==> src/rtl/ctu_channel.sv <==
module ctu_channel #(
  parameter int CNT_W = 16
) (
  input  logic             clk,
  input  logic             rst_n,
  input  logic             wr_en,
  input  logic             rd_en,
  input  logic [1:0]       addr,
  input  logic [CNT_W-1:0] wdata,
  output logic [CNT_W-1:0] rdata,
  input  logic             start,
  input  logic             wdog,
  input  logic             pin_evt,
  input  logic             pin_gate,
  input  logic             mc_evt,
  input  logic             mc_gate,
  output logic             wave_out,
  output logic             tc_pulse
);
  localparam logic [CNT_W-1:0] ALL_ONES = '1;

  logic [7:0]       cmd;
  logic [CNT_W-1:0] cnt, pre, cap;
  logic             armed, flag, wave, evt_prev;
  logic [1:0]       pe_s, pg_s;

  logic evt_raw, gate_raw, evt_q, evt_rise, run, step, up, at_end;
  logic load, tc_ev, cap_ev, rd_clr, cmd_wr;

  assign evt_raw  = cmd[5] ? pe_s[1] : mc_evt;
  assign gate_raw = cmd[5] ? pg_s[1] : mc_gate;
  assign evt_q    = evt_raw ^ cmd[4];
  assign evt_rise = evt_q & ~evt_prev;

  assign run    = armed & cmd[2] & (~cmd[7] | gate_raw);
  assign step   = wdog ? armed : (run & (cmd[0] | evt_rise));
  assign up     = ~wdog & cmd[1];
  assign at_end = up ? (cnt == ALL_ONES) : (cnt == '0);

  assign load   = wr_en & (addr == 2'd2) & (wdog | cmd[6]);
  assign tc_ev  = step & at_end & ~load & (wdog | ~cmd[0]);
  assign cap_ev = ~wdog & run & cmd[0] & evt_rise;
  assign rd_clr = rd_en & (addr == 2'd3);
  assign cmd_wr = wr_en & (addr == 2'd0);

  assign wave_out = wave ^ (cmd[3] & ~wdog);

  always_ff @(posedge clk) begin
    if (!rst_n) begin
      pe_s     <= '0;
      pg_s     <= '0;
      evt_prev <= 1'b0;
    end else begin
      pe_s     <= {pe_s[0], pin_evt};
      pg_s     <= {pg_s[0], pin_gate};
      evt_prev <= evt_q;
    end
  end

  always_ff @(posedge clk) begin
    if (!rst_n) begin
      cmd   <= '0;
      pre   <= '0;
      armed <= 1'b0;
    end else begin
      armed <= armed | start;
      if (wr_en && addr == 2'd1) pre <= wdata;
      if (cmd_wr) begin
        if (cmd[2]) cmd[2] <= wdata[2];
        else        cmd    <= wdata[7:0];
      end
    end
  end

  always_ff @(posedge clk) begin
    if (!rst_n) begin
      cnt      <= '0;
      cap      <= '0;
      flag     <= 1'b0;
      wave     <= 1'b0;
      tc_pulse <= 1'b0;
    end else begin
      if (load)      cnt <= pre;
      else if (step) cnt <= up ? cnt + 1'b1 : cnt - 1'b1;
      tc_pulse <= tc_ev;
      if (tc_ev) wave <= ~wave;
      if (cap_ev) begin
        cap  <= cnt;
        flag <= 1'b1;
      end else if (rd_clr) begin
        flag <= 1'b0;
      end
    end
  end

  always_ff @(posedge clk) begin
    if (!rst_n) rdata <= '0;
    else if (rd_en) begin
      case (addr)
        2'd0:    rdata <= CNT_W'(cmd);
        2'd1:    rdata <= cnt;
        2'd2:    rdata <= cap;
        default: rdata <= CNT_W'(flag);
      endcase
    end
  end
endmodule

==> config.mk <==
export PLATFORM = sky130hd
export DESIGN_NAME = ctu_channel
export DESIGN_NICKNAME = d
export VERILOG_FILES = /design/src/rtl/ctu_channel.sv
export SDC_FILE = /design/constraint.sdc
export NUM_CORES = 1
export LEC_CHECK = 0
export ABC_AREA = 1
export BUFFER_PORTS_ARGS = -buffer_cell sky130_fd_sc_hd__buf_2
export CAP_MARGIN = 0
export CORE_MARGIN = 3
export CORE_UTILIZATION = 59
export DETAILED_ROUTE_END_ITERATION = 10
export PLACE_DENSITY = 0.8
export SLEW_MARGIN = 20
export SYNTH_ARGS = -nofsm -noshare
export SYNTH_HDL_FRONTEND = slang
export SYNTH_SLANG_ARGS = --single-unit
==> constraint.sdc <==
create_clock -name clk -period 2.5 [get_ports clk]
set_input_delay 0.5 -clock clk [delete_from_list [all_inputs] [get_ports clk]]
set_output_delay 0.5 -clock clk [all_outputs]
set_load 0.02 [all_outputs]
======== Word-level counts from Yosys, hierarchy flattened ========
Cells that the tools add are included.
storage, ports and cells
  bits in registers ....................... 81
  bits of input ports ..................... 28
  output and inout bits ................... 18
  word-level logic and storage cells ...... 65
operators by class
  add/sub/neg operators ................... 2
  eq/ne operators ......................... 4
  mux-type cells .......................... 10
  bitwise operators ....................... 30
  reduce and logical (&&, ||, !) cells .... 6
operator list
  operator               count
  $mux 16                3
  $pmux 16 s3            1
  $add 16x1->16 const B  1
  $and 1x1->1            16
  $eq 16x16->1 const B   1
  $logic_not 16->1       1
  $sub 16x1->16 const B  1
  $not 1->1              7
  $mux 1                 6
  $or 1x1->1             5
  $eq 2x2->1 const B     2
  $reduce_bool 2->1      2
  $eq 2x1->1 const B     1
  $logic_not 2->1        1
  $reduce_and 2->1       1
  $xor 1x1->1            2
  $logic_and 1x1->1      1

======== Logic depth before layout (Yosys ltp) ========
  word-level depth ........................ 9
  mapped depth ............................ 12
  depth with buffers taken out ............ 12

======== Least setup slack after synthesis ========
Ideal clock, no wire load.
  path kind ............................... input to register
  start point ............................. input port wdog
  end point ............................... register cnt[3]
  setup time .............................. 135 ps
  arrival time ............................ 2092 ps
  required time ........................... 2365 ps
  setup slack ............................. 272 ps
  stages .................................. 10
  buffers on the path ..................... 0
  path through ............................ inv_2 -> nand2_1 -> ha_1 -> nand2_1 -> nand3_1 -> or2_2 -> nand3_1 -> o21ai_0 -> nand2_1 -> a21oi_1
on the way
  cells in the longest elaborated chain, start to end .. 5
  elaborated cells on any way between the ends .. 9
  classes of those cells .................. mux (4); bitwise (4); reduce/logical (1)
RTL lines
  what                  line  RTL
  from (decl)           12    input logic wdog,
  $not 1->1             37    assign up = ~wdog & cmd[1];
  $and 1x1->1           37
  $mux 16 (2 in a row)  84    else if (step) cnt <= up ? cnt + 1'b1 : cnt - 1'b1;
  $mux 16               83    if (load) cnt <= pre;
  to (signal assigned)  83
  to (signal assigned)  84
  to (decl)             23    logic [CNT_W-1:0] cnt, pre, cap;
Several ways; a longest one is shown, not always the timed one. The select of a mux whose other input is x is not followed.
A chain may end at the register's enable or synchronous reset.

======== Worst setup path in the final report ========
  start point ............................. register cmd[1]
  end point ............................... register cnt[4]
on the way
  cells in the longest elaborated chain, start to end .. 4
RTL lines
  what                    line  RTL
  from (decl)             22    logic [7:0] cmd;
  from (signal assigned)  70    else cmd <= wdata[7:0];
  $and 1x1->1             37
  $mux 16 (2 in a row)    84
  $mux 16                 83
No other way between the ends. The select of a mux whose other input is x is not followed.

==> summary.md <==
| Metric | Value |
|---|---|
| Outcome | finished, final reports clean |
| Drt total wl | approximately 12,000 µm |
| Worst IR Drop VDD | 0.000515 V |
| HP Class | in -> reg |
| CTS tree | yes |
| CTS max path bufs | 2 |
| Vias in the first global route | 4,216 |
| DR WL/cell | roughly 15 µm |
| GRT Total Usage | 28.6% |
| Number of buffers created by CTS | 9 |
| # H-tree levels | 3 |
| Clk slew on worst S/H paths | around 0.10 ns |
| #FFs+latches synth | 81 |
| Design Area, Final | between 5000 and 6000 µm² |
| Worst Path Required | about 2.8 ns |
| Syn Inst Count | 685 |
| Crit path time final | about 2.0 ns |
| Root buffer cell | clkbuf_8 |
| Post-synth top cells | nand2_1 (200), inv_1 (91), dfxtp_1 (81) |
| Leading area contributor after synthesis | dfxtp_1 |
| Hold buffers post-CTS | 0 |
| Fin nets | 770 |
| Worst rel slew slack | between 60% and 70% |
| Kind of critical path | reg -> reg |
| Pin count of the biggest net entering global routing | 39 |
| Max Fclk | slightly below 0.5 GHz |
| Placer Congestion | about 0.97 |
| Synth warn | 0 |
| First-pass GRT wire length | 19,700 µm |
| Sequential fraction of the synthesis area | a little over a third |
| Setup crit end kind | flop |
| Unique masters post-synth | 37 |
| GRT overflow | 0 |
| Number of fill cells | 672 |
| Hold Crit Depth | 3 |
| Number of max-cap violations | 0 |
| Post-cts resize count | 0 |
| Final ANT Viol Nets | 0 |
| Core area | 7330 µm² |
| # setup viols final | 0 |
| Crit start category | flop |
| Tightest Pin Transition | 0.566 ns |
| Routed vias/inst | 5.49 |
| Hold endpoint | pe_s[0]$_SDFF_PN0_ |
| Cells on worst reg2reg path | 11 |
| Avg Cell Area, Syn | approximately 6.6 µm² |
| IO Count | between 40 and 50 |
| 1st-iter DRT viols | between 300 and 400 |
| Starting density of the core | between 60% and 70% |
| Power Density | between 700 and 800 nW/µm² |
| Detailed placement HPWL | approximately 9100 µm |
| PortBufs | between 40 and 50 |
| Setup bufs post-CTS | 0 |
| Worst r2r src | cmd[1]$_SDFFE_PN0P_ |
| Clk sinks | about 80 |
| Worst R2R Setup Slack | between 0.4 and 0.5 ns |
| Setup tns final | 0 ns |
| Net Count, Synth | between 700 and 800 |
| First-pass iteration count of the detailed router | 5 |
| Area contributors post-synth | dfxtp_1 (36%), nand2_1 (17%), inv_1 (7.6%) |
| Clock Latency Late Sink | 0.36 ns |
| Max Slew Vio Count | 0 |
| Die span in x | between 90 and 100 µm |
| Static Leak | 0.00235 µW |
| Reg2reg end | cnt[4]$_SDFFE_PN0P_ |
| Post-synth top area share | 36.0% |
| Syn-to-layout area delta | 11.8% |
| Top FF cell, synth | dfxtp_1 |
| Die Y | ~93 µm |
| RSZ-0062 raised after global routing | no |
| Crit Path Max Fanout | 20 |
| Fin crit share | about four fifths |
| Most instantiated library cell after synthesis | nand2_1 |
| Clock skew | roughly 0.013 ns |
| Share of cells above drive strength 1 | between 10% and 20% |
| Cell Area, Placed | 4810 µm² |
| Die area | between 8000 and 9000 µm² |
| Via count | between 4,000 and 5,000 |
| Synth Cell Area | 4510 µm² |
| Diodes inserted | 0 |
| Hold Startpoint | pin_evt |
| Number of synthesized flops with an enable pin | 0 |
| CP arrival | approximately 2.3 ns |
| Row count | 31 |
| # DRC | 0 |
| Fraction of registers with async set or reset after synthesis | 0% |
| Final Hold Viols | 0 |
| Initial antenna violation count | 0 |
[layer usage]
layer | wire length [µm] | GRT usage, %
met1 | 5350 | 36.8
met2 | 5790 | 47.9
met3 | 854 | 5.39
met4 | 306 | 9.89
met5 | 0 | 0
[registers in the layout, indices dropped and copies added, names as in the netlist]
name	count
cap	16
wave	1
evt_prev	1
pg_s	2
tc_pulse	1
cmd	8
rdata	16
armed	1
pe_s	2
cnt	16
flag	1
pre	16
[worst max path at each step]
| stage | startpoint | endpoint | slack [ns] |
|---|---|---|---|
| detailed placement | wdog | cnt[3]$_SDFFE_PN0P_ | 0.18 |
| floorplan | wdog | cnt[3]$_SDFFE_PN0P_ | 0.27 |
| global placement | wdog | cnt[8]$_SDFFE_PN0P_ | 0.22 |
| finish | cmd[1]$_SDFFE_PN0P_ | cnt[4]$_SDFFE_PN0P_ | 0.49 |
| CTS | cmd[1]$_SDFFE_PN0P_ | cnt[4]$_SDFFE_PN0P_ | 0.50 |
| global route | cmd[1]$_SDFFE_PN0P_ | cnt[13]$_SDFFE_PN0P_ | 0.30 |
[cell usage in the layout, fill, tap and decap left out, types with 3 or more instances in the layout]
| cell type | synthesis | layout |
|---|---|---|
| nand4_1 | 7 | 7 |
| xor2_1 | 3 | 3 |
| buf_2 | 7 | 45 |
| a21oi_2 | 3 | 3 |
| and2_1 | 3 | 3 |
| ha_1 | 16 | 16 |
| a21oi_1 | 62 | 62 |
| nand3_1 | 56 | 56 |
| o211ai_1 | 3 | 3 |
| o21ai_0 | 39 | 39 |
| o221ai_1 | 8 | 8 |
| nor2_1 | 49 | 49 |
| dfxtp_1 | 81 | 81 |
| inv_1 | 91 | 91 |
| nand2_1 | 200 | 200 |
| buf_4 | 2 | 9 |
| a31o_2 | 3 | 3 |
| inv_2 | 4 | 4 |
| nor3_1 | 5 | 5 |
| nand2_2 | 4 | 4 |
| nor2_4 | 4 | 4 |
| clkbuf_8 | 0 | 9 |
[final cells by class]
| cell class | instances | area (µm²) | area share [%] |
|---|---|---|---|
| clock inverter | 7 | 108 | 2.14 |
| tap | 99 | 124 | 2.46 |
| multi-input combinational | 479 | 2370 | 47.0 |
| inverter | 99 | 379 | 7.52 |
| sequential | 81 | 1620 | 32.2 |
| clock buffer | 9 | 124 | 2.46 |
| timing repair buffer | 55 | 313 | 6.21 |
[cells by family after synthesis]
group / after synthesis / synth area share (%)
simple gates: 335 / 31.7
buf+inv: 125 / 11.5
compound gates: 122 / 15.1
flops: 81 / 36.0
fa+ha+maj: 17 / 4.88
xor+xnor: 5 / 0.971
[metrics by stage]
stage | cells | total power, µW | hold slack [ns] | worst slack (ns) | util [%]
6_report | 829 | 3540 | 0.324 | 0.488 | 68.7
5_1_grt | 829 | 3740 | 0.333 | 0.296 | 68.7
4_1_cts | 829 | 3530 | 0.321 | 0.505 | 68.7
3_5_place_dp | 813 | 2410 | 0.412 | 0.180 | 65.6
3_3_place_gp | 813 | 2390 | 0.396 | 0.216 | 65.6
2_1_floorplan | 685 | 2170 | 0.390 | 0.272 | -
[critical path, stage by stage (launching register included)]
cell and delay (ns):
dfxtp_1 0.32, nand2_1 0.11, buf_12 0.17, inv_1 0.06
fa_1 0.40, inv_1 0.13, nand3_1 0.09, nand3_1 0.15
xnor2_1 0.12, o21ai_0 0.17, nand2_1 0.09, a21oi_2 0.12
[where the power goes]
| part | internal (µW) | switching (µW) | leakage (µW) | total (µW) |
|---|---|---|---|---|
| registers | 1350 | 71.7 | 0.000660 | 1430 |
| clock network | 584 | 549 | 0.000114 | 1130 |
| logic | 344 | 638 | 0.00158 | 982 |
| total | 2280 | 1260 | 0.00235 | 3540 |
Note: power is estimated with default switching activity, not from simulation.
